===== src/rtl/dtb_pkg.sv =====
package dtb_pkg;
  typedef enum logic [1:0] {
    ST_EMPTY = 2'd0,
    ST_PEND  = 2'd1,
    ST_READY = 2'd2
  } entState_t;

  typedef struct packed {
    logic capture;
    logic loadResult;
    logic deliver;
  } dpCtrl_t;

  localparam logic [1:0] RESP_RETRY  = 2'd0;
  localparam logic [1:0] RESP_DONE   = 2'd1;
  localparam logic [1:0] RESP_MABORT = 2'd2;
  localparam logic [1:0] RESP_TABORT = 2'd3;

  localparam logic [1:0] DN_OK     = 2'd0;
  localparam logic [1:0] DN_MABORT = 2'd1;
  localparam logic [1:0] DN_TABORT = 2'd2;

  localparam logic [3:0] CMD_MEM_RD      = 4'h6;
  localparam logic [3:0] CMD_MEM_RD_MULT = 4'hC;
  localparam logic [3:0] CMD_MEM_RD_LINE = 4'hE;
endpackage


===== src/rtl/dtb_datapath.sv =====
module dtb_datapath
  import dtb_pkg::*;
#(
  parameter int AW  = 32,
  parameter int DW  = 32,
  parameter int BEW = 4,
  parameter int IDW = 3
) (
  input  logic           clk,
  input  logic           rstN,
  input  dpCtrl_t        ctl,
  input  logic [IDW-1:0] upMaster,
  input  logic [3:0]     upCmd,
  input  logic [AW-1:0]  upAddr,
  input  logic [BEW-1:0] upBe,
  input  logic [DW-1:0]  upWdata,
  input  logic [1:0]     dnStatus,
  input  logic [DW-1:0]  dnRdata,
  input  logic           cfgWe,
  input  logic           cfgSelLimit,
  input  logic [AW-1:0]  cfgData,
  output logic           match,
  output logic [1:0]     resStatus,
  output logic [3:0]     dnCmd,
  output logic [AW-1:0]  dnAddr,
  output logic [BEW-1:0] dnBe,
  output logic [DW-1:0]  dnWdata,
  output logic           dnBurst,
  output logic [DW-1:0]  respRdata
);
  logic [IDW-1:0] entMaster;
  logic [3:0]     entCmd;
  logic [AW-1:0]  entAddr;
  logic [BEW-1:0] entBe;
  logic [DW-1:0]  entWdata;
  logic [DW-1:0]  resRdata;
  logic [AW-1:0]  cfgBase;
  logic [AW-1:0]  cfgLimit;

  always_ff @(posedge clk) begin
    if (!rstN) begin
      entMaster <= '0;
      entCmd    <= '0;
      entAddr   <= '0;
      entBe     <= '0;
      entWdata  <= '0;
    end else if (ctl.capture) begin
      entMaster <= upMaster;
      entCmd    <= upCmd;
      entAddr   <= upAddr;
      entBe     <= upBe;
      entWdata  <= upCmd[0] ? upWdata : '0;
    end
  end

  always_ff @(posedge clk) begin
    if (!rstN) begin
      resStatus <= DN_OK;
      resRdata  <= '0;
    end else if (ctl.loadResult) begin
      resStatus <= dnStatus;
      resRdata  <= dnRdata;
    end
  end

  always_ff @(posedge clk) begin
    if (!rstN) begin
      cfgBase  <= '1;
      cfgLimit <= '0;
    end else if (cfgWe) begin
      if (cfgSelLimit) cfgLimit <= cfgData;
      else             cfgBase  <= cfgData;
    end
  end

  always_ff @(posedge clk) begin
    if (!rstN) respRdata <= '0;
    else if (ctl.deliver && resStatus == DN_OK && !entCmd[0]) respRdata <= resRdata;
    else respRdata <= '0;
  end

  // Exact comparison; write data only counts for write commands
  always_comb begin
    match = (entMaster == upMaster) && (entCmd == upCmd) &&
            (entAddr == upAddr) && (entBe == upBe) &&
            (!entCmd[0] || (entWdata == upWdata));
  end

  logic inWindow;
  always_comb begin
    inWindow = (entAddr >= cfgBase) && (entAddr <= cfgLimit);
    dnBurst  = (entCmd == CMD_MEM_RD_LINE) || (entCmd == CMD_MEM_RD_MULT) ||
               ((entCmd == CMD_MEM_RD) && inWindow);
  end

  assign dnCmd   = entCmd;
  assign dnAddr  = entAddr;
  assign dnBe    = entBe;
  assign dnWdata = entWdata;

  // the entry only changes under a capture strobe
  assert_entry_hold_R5: assert property (@(posedge clk) disable iff (!rstN)
    !ctl.capture |=> ($stable(entAddr) && $stable(entCmd) && $stable(entMaster) &&
                      $stable(entBe) && $stable(entWdata)));
endmodule


===== src/rtl/dtb_ctrl.sv =====
module dtb_ctrl
  import dtb_pkg::*;
(
  input  logic       clk,
  input  logic       rstN,
  input  logic       upValid,
  input  logic       match,
  input  logic       dnAck,
  input  logic [1:0] resStatus,
  output dpCtrl_t    ctl,
  output logic       respValid,
  output logic [1:0] respCode,
  output logic       dnReq
);
  entState_t state, stateNext;
  logic [1:0] codeNext;

  always_comb begin
    stateNext = state;
    ctl       = '0;
    codeNext  = RESP_RETRY;
    unique case (state)
      ST_EMPTY: if (upValid) begin
        ctl.capture = 1'b1;
        stateNext   = ST_PEND;
      end
      ST_PEND: if (dnAck) begin
        ctl.loadResult = 1'b1;
        stateNext      = ST_READY;
      end
      ST_READY: if (upValid && match) begin
        ctl.deliver = 1'b1;
        stateNext   = ST_EMPTY;
        unique case (resStatus)
          DN_MABORT: codeNext = RESP_MABORT;
          DN_TABORT: codeNext = RESP_TABORT;
          default:   codeNext = RESP_DONE;
        endcase
      end
      default: stateNext = ST_EMPTY;
    endcase
  end

  always_ff @(posedge clk) begin
    if (!rstN) begin
      state     <= ST_EMPTY;
      respValid <= 1'b0;
      respCode  <= RESP_RETRY;
    end else begin
      state     <= stateNext;
      respValid <= upValid;
      respCode  <= upValid ? codeNext : RESP_RETRY;
    end
  end

  assign dnReq = (state == ST_PEND);

  // one response per request, one cycle later
  assert_resp_follows_R1: assert property (@(posedge clk) disable iff (!rstN)
    upValid |=> respValid);
  assert_no_spurious_R1: assert property (@(posedge clk) disable iff (!rstN)
    !upValid |=> !respValid);
  // downstream request held until acknowledged
  assert_req_held_R2: assert property (@(posedge clk) disable iff (!rstN)
    (dnReq && !dnAck) |=> dnReq);
  // outstanding access forces retry
  assert_retry_pending_R3: assert property (@(posedge clk) disable iff (!rstN)
    (state == ST_PEND && upValid) |=> (respValid && respCode == RESP_RETRY));
  // entry freed after delivery
  assert_free_after_deliver_R9: assert property (@(posedge clk) disable iff (!rstN)
    ctl.deliver |=> (state == ST_EMPTY));
endmodule


===== src/rtl/dly_txn_buffer.sv =====
module dly_txn_buffer
  import dtb_pkg::*;
#(
  parameter int AW  = 32,
  parameter int DW  = 32,
  parameter int BEW = 4,
  parameter int IDW = 3
) (
  input  logic           clk,
  input  logic           rstN,
  input  logic           upValid,
  input  logic [IDW-1:0] upMaster,
  input  logic [3:0]     upCmd,
  input  logic [AW-1:0]  upAddr,
  input  logic [BEW-1:0] upBe,
  input  logic [DW-1:0]  upWdata,
  output logic           respValid,
  output logic [1:0]     respCode,
  output logic [DW-1:0]  respRdata,
  output logic           dnReq,
  output logic [3:0]     dnCmd,
  output logic [AW-1:0]  dnAddr,
  output logic [BEW-1:0] dnBe,
  output logic [DW-1:0]  dnWdata,
  output logic           dnBurst,
  input  logic           dnAck,
  input  logic [1:0]     dnStatus,
  input  logic [DW-1:0]  dnRdata,
  input  logic           cfgWe,
  input  logic           cfgSelLimit,
  input  logic [AW-1:0]  cfgData
);
  dpCtrl_t    ctl;
  logic       match;
  logic [1:0] resStatus;

  dtb_ctrl u_ctrl (
    .clk(clk), .rstN(rstN), .upValid(upValid), .match(match), .dnAck(dnAck),
    .resStatus(resStatus), .ctl(ctl), .respValid(respValid), .respCode(respCode),
    .dnReq(dnReq)
  );

  dtb_datapath #(.AW(AW), .DW(DW), .BEW(BEW), .IDW(IDW)) u_dp (
    .clk(clk), .rstN(rstN), .ctl(ctl), .upMaster(upMaster), .upCmd(upCmd),
    .upAddr(upAddr), .upBe(upBe), .upWdata(upWdata), .dnStatus(dnStatus),
    .dnRdata(dnRdata), .cfgWe(cfgWe), .cfgSelLimit(cfgSelLimit), .cfgData(cfgData),
    .match(match), .resStatus(resStatus), .dnCmd(dnCmd), .dnAddr(dnAddr),
    .dnBe(dnBe), .dnWdata(dnWdata), .dnBurst(dnBurst), .respRdata(respRdata)
  );

  // read data appears only with a done response
  assert_rdata_only_done_R4: assert property (@(posedge clk) disable iff (!rstN)
    (respRdata != '0) |-> (respValid && respCode == RESP_DONE));
  // multi-phase fetch never for writes
  assert_burst_reads_only_R7: assert property (@(posedge clk) disable iff (!rstN)
    dnBurst && dnReq |-> !dnCmd[0]);
endmodule


===== config.mk =====
export PLATFORM = sky130hd
export DESIGN_NAME = dly_txn_buffer
export DESIGN_NICKNAME = d
export VERILOG_FILES = /design/src/rtl/dtb_pkg.sv /design/src/rtl/dtb_datapath.sv /design/src/rtl/dtb_ctrl.sv /design/src/rtl/dly_txn_buffer.sv
export SDC_FILE = /design/constraint.sdc
export NUM_CORES = 1
export LEC_CHECK = 0
export ABC_AREA = 1
export ABC_CLOCK_PERIOD_IN_PS = 2900
export CORE_ASPECT_RATIO = 1.25
export CORE_MARGIN = 4
export CORE_UTILIZATION = 47
export CTS_CLUSTER_SIZE = 25
export DETAILED_ROUTE_END_ITERATION = 6
export DONT_BUFFER_PORTS = 1
export SLEW_MARGIN = 25
export SYNTH_ARGS = -nofsm -noshare
export SYNTH_HDL_FRONTEND = slang
export SYNTH_SLANG_ARGS = --single-unit

===== constraint.sdc =====
create_clock -name clk -period 2.9 [get_ports clk]
set_input_delay 0.87 -clock clk [delete_from_list [all_inputs] [get_ports clk]]
set_output_delay 0.87 -clock clk [all_outputs]
set_load 0.05 [all_outputs]

---- After elaboration in Yosys (flattened, before gate mapping) ----
Cells that the tools add are included.
storage, ports and cells
  register bits after elaboration ......... 210
  latch bits .............................. 0
  memory bits (writable) .................. 0
  ROM bits ................................ 0
  input port bits ......................... 147
  output and inout bits ................... 109
  word-level logic and storage cells ...... 63
  memories kept ........................... 0
cells by class
  $add $sub $neg .......................... 0
  $mul .................................... 0
  div/mod/pow operators ................... 0
  order comparisons ....................... 2
  equal/unequal tests ..................... 15
  shift operators ......................... 0
  muxes and demuxes ....................... 12
  bitwise gates (word level) .............. 1
  reduce and logical (&&, ||, !) cells .... 20
operator list
  operator                                       number
  == test 32 bit                                 2
  greater-or-equal comparator 32 bit             1
  less-or-equal comparator 32 bit                1
  two-way mux 32 bit                             1
  logical AND 1 bit                              9
  == test 4 bit                                  2
  == test 4 bit, second input constant           2
  two-way mux 1 bit                              6
  two-way mux 2 bit                              3
  one-hot mux 2 bit (3 select lines)             1
  AND reduction 2 bit                            3
  == test 2 x 1 -> 1 bit, second input constant  2
  == test 2 bit, second input constant           2
  == test 4 x 3 -> 1 bit, second input constant  1
  logical NOT 2 bit                              2
  != test 2 x 1 -> 1 bit, second input constant  2
  one-hot mux 2 bit (2 select lines)             1
  AND reduction 4 bit                            1
  == test 3 bit                                  1
  logical OR 1 bit                               3
  AND reduction 3 bit                            1
  != test 2 bit, second input constant           1
  logical NOT 1 bit                              1
  NOT 1 bit                                      1

---- Logic depth before layout (Yosys ltp) ----
Gate-level depths: netlist (run 1).
  depth in word-level cells ............... 11
  mapped depth ............................ 13
  gate-level depth less buffers ........... 13

---- By module ----
A second synthesis (run 1) with hierarchy kept.
unflattened totals
  cells, all modules ...................... 1209
  area total of the unflattened synthesis .. 9482.8 um^2
modules (own cells, without submodules)
  module        times used  cells an instance  area each (um^2)  sequential area each (um^2)
  dtb_datapath  1           1180               9261.4            4103.9
  dtb_ctrl      1           29                 221.5             100.1

---- Least setup slack after synthesis (run 1) ----
OpenSTA, ideal clock, no wires.
  path kind ............................... register to output
  start point ............................. register u_dp.entAddr[31], in the netlist u_dp.dnAddr[31]
  end point ............................... output port dnBurst
  data arrival time ....................... 2017 ps
  data required time ...................... 2030 ps
  slack ................................... 13 ps
  cell stages (with the launch flop) ...... 10
  buffers on the path ..................... 0
  cell sequence ........................... dfxtp_1 ha_1 nand2_1 nor2_1 nand2_1 nor4_1 nand4_1 nand3_1 nand3_1 nand2_1
between the ends
  cells in the longest elaborated chain, start to end .. 4
  elaborated cells between the ends (all ways) .. 5
  classes of those cells .................. order compare: 2; reduce/logical: 3
ends and longest elaborated chain
  element                                                                                line                  text
  start: declaration                                                                     dtb_datapath.sv:33    logic [AW-1:0] entAddr;
  start signal: assignment                                                               dtb_datapath.sv:50    entAddr <= upAddr;
  greater-or-equal comparator 32 bit or less-or-equal comparator 32 bit (tied branches)  dtb_datapath.sv:91    inWindow = (entAddr >= cfgBase) && (entAddr <= cfgLimit);
  logical AND 1 bit (*)                                                                  dtb_datapath.sv:91
  logical AND 1 bit (*)                                                                  dtb_datapath.sv:93    ((entCmd == CMD_MEM_RD) && inWindow);
  logical OR 1 bit (*)                                                                   dtb_datapath.sv:92    dnBurst = (entCmd == CMD_MEM_RD_LINE) || (entCmd == CMD_MEM_RD_MULT) ||
  end: declaration                                                                       dly_txn_buffer.sv:25  output logic dnBurst,
Mark *: on every way between the ends. The rest lies on a longest branch, timed or not.

---- Worst setup path after layout (run 1) ----
  start point ............................. register u_dp.cfgBase[28]
  end point ............................... output port dnBurst
between the ends
  cells in the longest elaborated chain, start to end .. 4
ends and longest elaborated chain
  element                             line                text
  start: declaration                  dtb_datapath.sv:37  logic [AW-1:0] cfgBase;
  start signal: assignment            dtb_datapath.sv:72  else cfgBase <= cfgData;
  greater-or-equal comparator 32 bit  dtb_datapath.sv:91
  logical AND 1 bit                   dtb_datapath.sv:91
  logical AND 1 bit                   dtb_datapath.sv:93
  logical OR 1 bit                    dtb_datapath.sv:92
Every way passes these cells.

==> impl_results.md, run 1 <==
- Status: complete, but fails checks
- Failing checks: negative setup slack
- Crit path cell chain: inv_1 -> ha_4 -> nand2_2 -> nor2_4 -> nand2_4 -> nor4_4 -> nand4_1 -> nand3_1 -> nand3_2 -> nand2_2 -> buf_12
- Crit path kind: reg2out
- Syn Nets: about 1.6k
- Worst path max stage delay: around 310 ps
- Worst slew pin tran: 587 ps
- Drt first pass iters: 5
- Footprint of the multi-input gates: 5210 µm²
- Clock transition at the registers of the reported paths: 60 ps
- Design Area, Final: 12,200 µm²
- Clk_skew: 16.2 ps
- IO Port Bufs: 0
- First DRT Iteration DRCs: slightly above 600
- N_diodes: 0
- Synth Register Bits: 210
- PwrDens: 630 nW/µm²
- Worst path arrival time: 2310 ps
- Max Cap Viol: 0
- Io pins: 256
- # rows: 60
- P&R area growth vs syn: 18.5%
- Initial core utilization: 47.7%
- Core Footprint: 21,500 µm²
- Final setup viols: 1
- Die Wd: ~140 µm
- Final hold violations: 0
- Max Root-Sink Buffers: 3
- Post-synth EDFFs: 0
- Dpl cells: 1,720
- Largest family of logic cells by synthesized area: simple AND/OR/NAND/NOR gates
- Yosys cell types: 36
- Peak Freq: roughly 310 MHz
- Leak: between 5 and 6 nW
- First-pass GRT wire length: 46,400 µm
- TritonCTS clock tree: built
- Most common cell after layout, fill and taps aside: nand2_1
- Worst Hold Slack: ~440 ps
- Final cell count without fillers: 1,762
- DRC viols: 0
- Hold wc startpoint: u_dp.resRdata[31]
- Via/cell ratio: 5.18
- Clock network latency to the later pin of the worst-skew pair: roughly 520 ps
- Final Slew Violations: 0
- Overflow after GRT: 0
- Hold Buf Count CTS: 0
- Worst IR Drop VDD: 370 µV
- Layout cell share with drive strength beyond 1: approximately 15%
- Final #Nets: 1,680
- Critical Path Source Type: flop
- Clk root buf: clkbuf_16
- Most frequent cells in the layout: nand2_1 (253), inv_1 (223), dfxtp_1 (197)
- Worst Setup Slack, final: -278 ps
- Slew Limit Headroom: 60.9%
- Main synth FF type: dfxtp_1
- Total number of vias: 9,130
- Wire per inst: 16.6 µm
- Post-Synth Simple-Gate Area: 20.5%
- Setup crit start: u_dp.cfgBase[28]
- Die area: 24,300 µm²
- Hpwl dp: 21,400 µm
- Async SR Flop Fraction: 0%
- Pin count of the biggest net entering global routing: 143
- Detail Route Antenna Nets: 0
- Yosys synthesis warning count: 0
- Mapped Cells: 1,413
- XOR/XNOR Fraction of Synth Area: 1.79%
- Multiplexer share of the synthesized area: 0%
- Clock sinks: 210
- H-Tree Depth: 1
- Setup crit end kind: primary output
- Total power: 7.68 mW
- Adder-cell share of the synthesized area: 8.03%
- Final Cycle Share: 110%
- Pre-CTS setup slack: 17.0 ps
- Crit path max-delay cell type: dfxtp_1
- Reg area: 4230 µm²
- Vias in the first global route: ~8.7k
- TritonCTS Buffers: 22
- Compound-Gate Fraction of Synth Area: 17.9%
- Synthesized area per cell: 7.28 µm²
- Die H: 173 µm
- Seq/Total Area, Yosys: approximately two fifths
- Unrepaired setup endpoints after global routing: yes
- Placed instance area: 11,100 µm²
- Final Routed Wirelength: 29,200 µm
- GPL Wtd Cong: 0.900
- Final min period: 3180 ps
- Mapped cell area: slightly above 10,000 µm²
- Initial antenna violation count: 0
- CP required: 2030 ps
- Hold Path Class: reg2reg
- RR Startpoint: u_dp.dnAddr[13]
- Tot GR Track Use: 23.3%
- Crit-path most repeated cell: nand2_2
- Fill cells: 2,030
- Max FO, Critical Path: 2
[Yosys cell counts, types with 29 or more instances]
cell      instances  share of area (%)
nor2_1           84                3.1
ha_1             66                8.0
o21ai_0         126                6.1
a21oi_1         173                8.4
nand3_1          41                2.0
nor2_2           29                1.8
o211ai_1         32                2.3
clkbuf_1         50                1.8
dfxtp_1         210                 41
nand4_1          35                2.1
inv_1           229                8.4
nand2_1         264                9.6
[worst paths after layout]
kind	end	cells past startpoint	slack, ps
max	dnBurst	11	-280
min	u_dp.respRdata[31]	2	440
max reg2reg	u_dp.respRdata[23]	9	610
min reg2reg	u_dp.respRdata[31]	2	440
[state kept, by name, indices dropped and copies added (netlist names), 3 cells and up]
register / count
u_dp.cfgBase: 32
u_dp.respRdata: 32
u_dp.entMaster: 3
u_dp.dnBe: 4
u_dp.dnWdata: 32
u_dp.cfgLimit: 32
u_dp.resRdata: 32
u_dp.dnCmd: 4
u_dp.dnAddr: 32
[metal layers]
metal	vias up	global-route usage, %	wire, µm
li1	4670	-	-
met1	4125	28.7	11800
met2	291	38.7	13600
met3	44	8.20	3090
met4	0	6.18	741
met5	-	0	0
[worst max-delay path: cells and delay by family, from the launching register on]
family / cells / cell delay, ps
buf+inv: 2 / 210
fa+ha+maj: 1 / 270
simple gates: 8 / 1020
flops: 1 / 310
[kinds of logic (layout without fill, tap and decap cells)]
| logic type | count (synthesis) | count (layout) |
|---|---|---|
| AOI/OAI and AO/OA | 346 | 346 |
| xor gates and xnor gates | 21 | 21 |
| adders and majority gates | 66 | 66 |
| buffers and inverters | 292 | 362 |
| DFF | 210 | 210 |
| and+or+nand+nor | 478 | 478 |
[through the flow]
step / setup TNS, ps / util (%)
3_3_place_gp: 0 / 51.6
2_1_floorplan: 0 / -
3_5_place_dp: 0 / 51.6
4_1_cts: -333 / 55.8
5_1_grt: -399 / 56.6
6_report: -278 / 56.6
[report_power, final]
part / internal (mW) / switching, mW / total, mW
Sequential: 3.05 / 0.103 / 3.16
Clock: 1.90 / 1.21 / 3.11
Combinational: 0.476 / 0.932 / 1.41
[what timing repair did]
| action | in CTS | in global routing |
|---|---|---|
| gates resized for setup | 26 | 33 |
| pin swaps | 9 | 14 |
| endpoints found under the setup margin | 1 | 1 |
| buffers inserted | 2 | 0 |
[final cells by class]
type	count	area share, %
clock buffers	29	4.90
flip-flops and latches	210	34.7
clock inverters	11	1.61
inverters	233	7.18
well taps	279	2.87
multi-input cells	911	42.8
repair buffers	89	6.00
Note: power is estimated with default switching activity, not from simulation.
==> run 2, diff against run 1 <==
--- a/config.mk
+++ b/config.mk
@@ -13,6 +13,8 @@
 export CTS_CLUSTER_SIZE = 25
 export DETAILED_ROUTE_END_ITERATION = 6
 export DONT_BUFFER_PORTS = 1
+export PLACE_DENSITY = 0.73
+export REMOVE_ABC_BUFFERS = 1
 export SLEW_MARGIN = 25
 export SYNTH_ARGS = -nofsm -noshare
 export SYNTH_HDL_FRONTEND = slang
==> constraint.sdc (replaced) <==
create_clock -name clk -period 2.9 [get_ports clk]
set_input_delay 0.87 -clock clk [delete_from_list [all_inputs] [get_ports clk]]
set_output_delay 0.87 -clock clk [all_outputs]
set_load 0.01 [all_outputs]
==> impl_results.md, run 2 (same netlist as run 1, synthesis figures left out) <==
- First-pass GRT wire length: 44,200 µm (was 46,400 µm)
- Unrepaired setup endpoints after global routing: yes (unchanged)
- Total number of vias: 9,049 (was 9,130)
- CP delay by family, top: simple AND/OR/NAND/NOR gates (unchanged)
- Initial core utilization: 47.7% (unchanged)
- Detail Route Antenna Nets: 0 (unchanged)
- H-Tree Depth: 1 (unchanged)
- Footprint of the multi-input gates: 5220 µm² (was 5210 µm²)
- Worst slew pin tran: 738 ps (was 587 ps)
- TritonCTS clock tree: built (unchanged)
- Most frequent cells in the layout: nand2_1 (253), inv_1 (219), dfxtp_1 (183) (was nand2_1 (253), inv_1 (223), dfxtp_1 (197))
- Final setup viols: 1 (unchanged)
- Clk_skew: 15.1 ps (was 16.2 ps)
- Worst IR Drop VDD: 434 µV (was 370 µV)
- Final #Nets: 1,622 (was 1,680)
- Worst path max stage delay: 360 ps (was 310 ps)
- Slew Limit Headroom: 50.6% (was 60.9%)
- GPL Wtd Cong: 0.849 (was 0.900)
- Via/cell ratio: 5.32 (was 5.18)
- Core Footprint: 21,500 µm² (unchanged)
- Pre-CTS setup slack: 177 ps (was 17.0 ps)
- Hpwl dp: 20,700 µm (was 21,400 µm)
- Wire per inst: 16.7 µm (was 16.6 µm)
- Die Wd: 140 µm (unchanged)
- Critical path depth: 10 (was 11)
- Drt first pass iters: 5 (unchanged)
- Final min period: 3120 ps (was 3180 ps)
- Leak: 4.96 nW (was 5.32 nW)
- Final cell count without fillers: 1,701 (was 1,762)
- Max Cap Viol: 0 (unchanged)
- Tot GR Track Use: 22.0% (was 23.3%)
- Dpl cells: 1,662 (was 1,720)
- P&R area growth vs syn: 13.8% (was 18.5%)
- Hold depth: 2 (unchanged)
- Status: complete, but fails checks (unchanged)
- DRC viols: 0 (unchanged)
- Die H: 173 µm (unchanged)
- Clk root buf: clkbuf_16 (unchanged)
- Final hold violations: 0 (unchanged)
- Crit path cell chain: ha_4 -> nand2_2 -> nor2_2 -> nand4_1 -> nor4_2 -> buf_4 -> nand3_2 -> nand2_2 -> nand3_4 -> nand2_4 (was inv_1 -> ha_4 -> nand2_2 -> nor2_4 -> nand2_4 -> nor4_4 -> nand4_1 -> nand3_1 -> nand3_2 -> nand2_2 -> buf_12)
- Most common cell after layout, fill and taps aside: nand2_1 (unchanged)
- Overflow after GRT: 0 (unchanged)
- Critical Path Source Type: flop (unchanged)
- Final Slew Violations: 0 (unchanged)
- Setup crit end kind: primary output (unchanged)
- Max FO, Critical Path: 3 (was 2)
- Final Routed Wirelength: 28,400 µm (was 29,200 µm)
- Clock sinks: 210 (unchanged)
- Crit path kind: reg2out (unchanged)
- Hold Path Class: reg2reg (unchanged)
- PwrDens: 614 nW/µm² (was 630 nW/µm²)
- CP Buf/Inv Count: 1 (was 2)
- Clock network latency to the later pin of the worst-skew pair: 520 ps (about the same)
- IO Port Bufs: 0 (unchanged)
- Pin count of the biggest net entering global routing: 143 (unchanged)
- Initial antenna violation count: 2 (was 0)
- Worst Setup Slack, final: -220 ps (was -278 ps)
- # rows: 60 (unchanged)
- Crit path max-delay cell type: dfxtp_2 (was dfxtp_1)
- Vias in the first global route: 8,616 (was 8,687)
- Worst path arrival time: 2250 ps (was 2310 ps)
- Layout cell share with drive strength beyond 1: 12.7% (was 14.8%)
- Max Root-Sink Buffers: 3 (unchanged)
- CP required: 2030 ps (about the same)
- Crit-path most repeated cell: nand2_2 (unchanged)
- Io pins: 256 (unchanged)
- Fill cells: 2,020 (was 2,030)
- First DRT Iteration DRCs: 446 (was 617)
- FF-to-FF path depth: 8 (was 9)
- Final Cycle Share: 108% (was 110%)
- Failing checks: negative setup slack (unchanged)
- Reg area: 4240 µm² (was 4230 µm²)
- Die area: 24,300 µm² (unchanged)
- Clock transition at the registers of the reported paths: 60 ps (about the same)
- Peak Freq: 320 MHz (was 315 MHz)
- TritonCTS Buffers: 23 (was 22)
## run 2: cell count changes in the layout (fill, tap and decap cells not counted), moves of 3 or more
cell,previous run,this run
buf_4,84,27
dfxtp_1,197,183
inv_1,223,219
bufinv_16,5,2
inv_2,9,12
dfxtp_2,10,26
o21ai_0,123,126
## run 2: per-stage QoR
step	instance area (µm²)	setup TNS (ps)	power [mW]	util, %	hold slack (ps)
3_3_place_gp	10700	0	4.20	49.5	425
3_5_place_dp	10700	0	4.24	49.5	430
5_1_grt	11700	-333	7.53	54.3	437
2_1_floorplan	10000	-66260	3.93	-	416
6_report	11700	-220	7.18	54.3	440
4_1_cts	11500	-291	7.17	53.2	435
## run 2: final timing paths
kind	startpoint	endpoint	slack, ps
setup reg to reg	u_dp.dnAddr[21]	u_dp.respRdata[2]	760
hold / removal	u_dp.resRdata[31]	u_dp.respRdata[31]	440
setup / recovery	u_dp.dnAddr[31]	dnBurst	-220
hold reg to reg	u_dp.resRdata[31]	u_dp.respRdata[31]	440
## run 2: layout make-up
type | instances | share of cell area, %
Sequential cell | 210 | 36.3
Timing Repair Buffer | 30 | 2.25
Tap cell | 279 | 2.98
Clock inverter | 10 | 1.21
Clock buffer | 27 | 5.14
Antenna cell | 1 | 0.0214
Inverter | 233 | 7.48
Multi-Input combinational cell | 911 | 44.7
## run 2: worst reg2reg max path: cells and delay by family (launching register included)
kind,cells,cell delay [ps]
buffers and inverters,2,460
XOR/XNOR,1,370
flip-flops,1,330
AND/OR/NAND/NOR,5,910
## run 2: timing repair
item	in CTS	in global routing
hold endpoints to repair	0	0
gates resized for setup	14	62
hold buffers	0	0
buffers inserted	0	1
pin swaps	7	16
setup endpoints to repair	1	1
## run 2: metal layers
layer  up-vias  track usage [%]  share of wire, %
li1       4561                -                 -
met1      4077             25.9                39
met2       324             36.9                47
met3        87             6.10               8.3
met4         0             10.4               4.9
met5         -                0                 0
## run 2: report_power, final
part | total [mW] | internal, mW | switching, mW | leakage, nW
combinational | 1.04 | 0.409 | 0.633 | 2.88
clock | 2.92 | 1.68 | 1.24 | 0.353
sequential | 3.22 | 3.06 | 0.160 | 1.73
==> run 3, diff against run 2 <==
--- a/config.mk
+++ b/config.mk
@@ -6,14 +6,16 @@
 export NUM_CORES = 1
 export LEC_CHECK = 0
 export ABC_AREA = 1
-export ABC_CLOCK_PERIOD_IN_PS = 2900
+export ABC_CLOCK_PERIOD_IN_PS = 3200
+export CELL_PAD_IN_SITES_DETAIL_PLACEMENT = 1
+export CELL_PAD_IN_SITES_GLOBAL_PLACEMENT = 1
 export CORE_ASPECT_RATIO = 1.25
 export CORE_MARGIN = 4
-export CORE_UTILIZATION = 47
+export CORE_UTILIZATION = 45
 export CTS_CLUSTER_SIZE = 25
 export DETAILED_ROUTE_END_ITERATION = 6
 export DONT_BUFFER_PORTS = 1
-export PLACE_DENSITY = 0.73
+export PLACE_DENSITY = 0.9
 export REMOVE_ABC_BUFFERS = 1
 export SLEW_MARGIN = 25
 export SYNTH_ARGS = -nofsm -noshare
==> constraint.sdc (replaced) <==
create_clock -name clk -period 3.2 [get_ports clk]
set_input_delay 0.96 -clock clk [delete_from_list [all_inputs] [get_ports clk]]
set_output_delay 0.96 -clock clk [all_outputs]
set_load 0.01 [all_outputs]
==> impl_results.md, run 3 (same netlist as run 1, synthesis figures left out) <==
- Die area: 25,300 µm² (was 24,300 µm²)
- PwrDens: 567 nW/µm² (was 614 nW/µm²)
- GPL Wtd Cong: 0.863 (was 0.849)
- Status: complete, but fails checks (unchanged)
- Crit path kind: reg2out (unchanged)
- Total power: 6.58 mW (was 7.18 mW)
- Hold Buf Count CTS: 0 (unchanged)
- First-pass GRT wire length: 52,800 µm (was 44,200 µm)
- Clock Power Share: 40.1% (was 40.6%)
- Layout cell share with drive strength beyond 1: 11.6% (was 12.7%)
- Critical Path Source Type: flop (unchanged)
- Pre-CTS setup slack: 226 ps (was 177 ps)
- Switching portion of total power: 29.1% (was 28.3%)
- Tot GR Track Use: 26.2% (was 22.0%)
- Initial antenna violation count: 2 (unchanged)
- Core Footprint: 22,400 µm² (was 21,500 µm²)
- Setup crit end kind: primary output (unchanged)
- Worst IR Drop VDD: 535 µV (was 434 µV)
- Final Core Density: 51.9% (was 54.3%)
- Pin count of the biggest net entering global routing: 143 (unchanged)
- Most frequent cells in the layout: nand2_1 (257), inv_1 (225), dfxtp_1 (185) (was nand2_1 (253), inv_1 (219), dfxtp_1 (183))
- Fill cells: 2,768 (was 2,020)
- Clk root buf: clkbuf_16 (unchanged)
- Die Wd: 143 µm (was 140 µm)
- Setup TNS: -119 ps (was -220 ps)
- Unrepaired setup endpoints after global routing: yes (unchanged)
- IO Port Bufs: 0 (unchanged)
- CP delay by family, top: simple AND/OR/NAND/NOR gates (unchanged)
- Vias in the first global route: 9,994 (was 8,616)
- Crit path cell chain: inv_1 -> ha_4 -> nand2_1 -> nor2_2 -> nand2_2 -> nor4_4 -> nand4_1 -> nand3_1 -> nand3_2 -> nand2_4 (was ha_4 -> nand2_2 -> nor2_2 -> nand4_1 -> nor4_2 -> buf_4 -> nand3_2 -> nand2_2 -> nand3_4 -> nand2_4)
- Total number of vias: 9,506 (was 9,049)
- Hpwl dp: 24,600 µm (was 20,700 µm)
- P_sw: 1.91 mW (was 2.03 mW)
- Clock sinks: 210 (unchanged)
- CP required: 2240 ps (was 2030 ps)
- Final Routed Wirelength: 35,700 µm (was 28,400 µm)
- Max Cap Viol: 0 (unchanged)
- TritonCTS clock tree: built (unchanged)
- # rows: 61 (was 60)
- H-Tree Depth: 1 (unchanged)
- Clock transition at the registers of the reported paths: 60 ps (about the same)
- Leak: 4.91 nW (was 4.96 nW)
- TritonCTS Buffers: 22 (was 23)
- Footprint of the multi-input gates: 5240 µm² (was 5220 µm²)
- Final hold violations: 0 (unchanged)
- Wire per inst: 21.0 µm (was 16.7 µm)
- N_diodes: 0 (was 1)
- Slew Limit Headroom: 44.7% (was 50.6%)
- Final #Nets: 1,609 (was 1,622)
- Final setup viols: 1 (unchanged)
- Peak Freq: 301 MHz
- Failing checks: negative setup slack (unchanged)
- Final min period: 3320 ps
- Overflow after GRT: 0 (unchanged)
- DRC viols: 0 (unchanged)
- Worst slew pin tran: 829 ps (was 738 ps)
- Worst Setup Slack, final: -119 ps (was -220 ps)
- Sequential share of power: 44.8% (was 44.9%)
- Io pins: 256 (unchanged)
- Hold Path Class: reg2reg (unchanged)
- Initial core utilization: 46.0% (was 47.7%)
- Crit path max-delay cell type: dfxtp_1 (was dfxtp_2)
- Comb power frac: 15.1% (was 14.5%)
- Detail Route Antenna Nets: 0 (unchanged)
- Final Slew Violations: 0 (unchanged)
- Via/cell ratio: 5.61 (was 5.32)
- Max Root-Sink Buffers: 3 (unchanged)
- Worst Hold Slack: 447 ps (was 440 ps)
- Most common cell after layout, fill and taps aside: nand2_1 (unchanged)
- Worst path max stage delay: 320 ps (was 360 ps)
- CP Buf/Inv Count: 1 (unchanged)
- Clock network latency to the later pin of the worst-skew pair: 520 ps (about the same)
- Reg area: 4250 µm² (was 4240 µm²)
- First DRT Iteration DRCs: 447 (was 446)
- Die H: 177 µm (was 173 µm)
- Clk_skew: 15.8 ps (was 15.1 ps)
- P&R area growth vs syn: 12.9% (was 13.8%)
- Worst path arrival time: 2360 ps (was 2250 ps)
- Drt first pass iters: 4 (was 5)
- Max FO, Critical Path: 2 (was 3)
- Cell internal pwr: 4.67 mW (was 5.15 mW)
- Final Cycle Share: 104%
-- run 3: cell types whose count changed in the layout (fill, tap and decap cells not counted), sizes merged, moves of 3 or more --
cell,change
buf,-12
clkinv,+4
inv,-3
clkbuf,+3
-- run 3: what timing repair did --
action | 4_1_cts | 5_1_grt
gates resized for setup | 42 | 32
pin swaps | 7 | 15
endpoints found under the setup margin | 1 | 1
setup buffers | 0 | 2
-- run 3: path summary, 6_finish.rpt --
kind	from	cells after the start	endpoint	slack, ps
worst max register to register	u_dp.dnAddr[5]	7	u_dp.respRdata[16]	970
worst max-delay path	u_dp.cfgBase[28]	10	dnBurst	-120
worst min register to register	u_dp.resRdata[2]	2	u_dp.respRdata[2]	450
worst min-delay path	u_dp.resRdata[2]	2	u_dp.respRdata[2]	450
-- run 3: final cells by class --
cell class	count	area share, %
Clock buffer	30	5.69
Tap cell	283	3.05
Clock inverter	9	0.776
Multi-Input combinational cell	911	45.1
Sequential cell	210	36.6
Inverter	233	7.53
Timing Repair Buffer	18	1.20
-- run 3: worst min-delay path: stages, from the launching register on --
cell     delay (ps)
dfxtp_1         290
inv_1            70
nor2_2           40
-- run 3: power by group through the flow --
| stage | sequential (mW) | combinational, mW | clock (mW) |
|---|---|---|---|
| 2_1_floorplan | 2.94 | 0.617 | 0 |
| 3_3_place_gp | 2.98 | 0.827 | 0 |
| 3_5_place_dp | 2.99 | 0.880 | 0 |
| 4_1_cts | 2.94 | 0.923 | 2.69 |
| 5_1_grt | 2.96 | 1.11 | 2.81 |
| 6_report | 2.95 | 0.993 | 2.64 |
-- run 3: metrics by stage --
| step | area, µm² | instances |
|---|---|---|
| after floorplan | 10000 | 1354 |
| after global placement | 10500 | 1653 |
| after detailed placement | 10500 | 1653 |
| after CTS | 11400 | 1692 |
| after global routing | 11600 | 1694 |
| final | 11600 | 1694 |
-- run 3: metal layers --
layer / up-vias / global-route usage [%] / routed length (µm)
li1: 4537 / - / -
met1: 4550 / 26.6 / 12300
met2: 328 / 48.7 / 18300
met3: 89 / 9.97 / 3540
met4: 2 / 8.76 / 1470
met5: - / 0 / 7
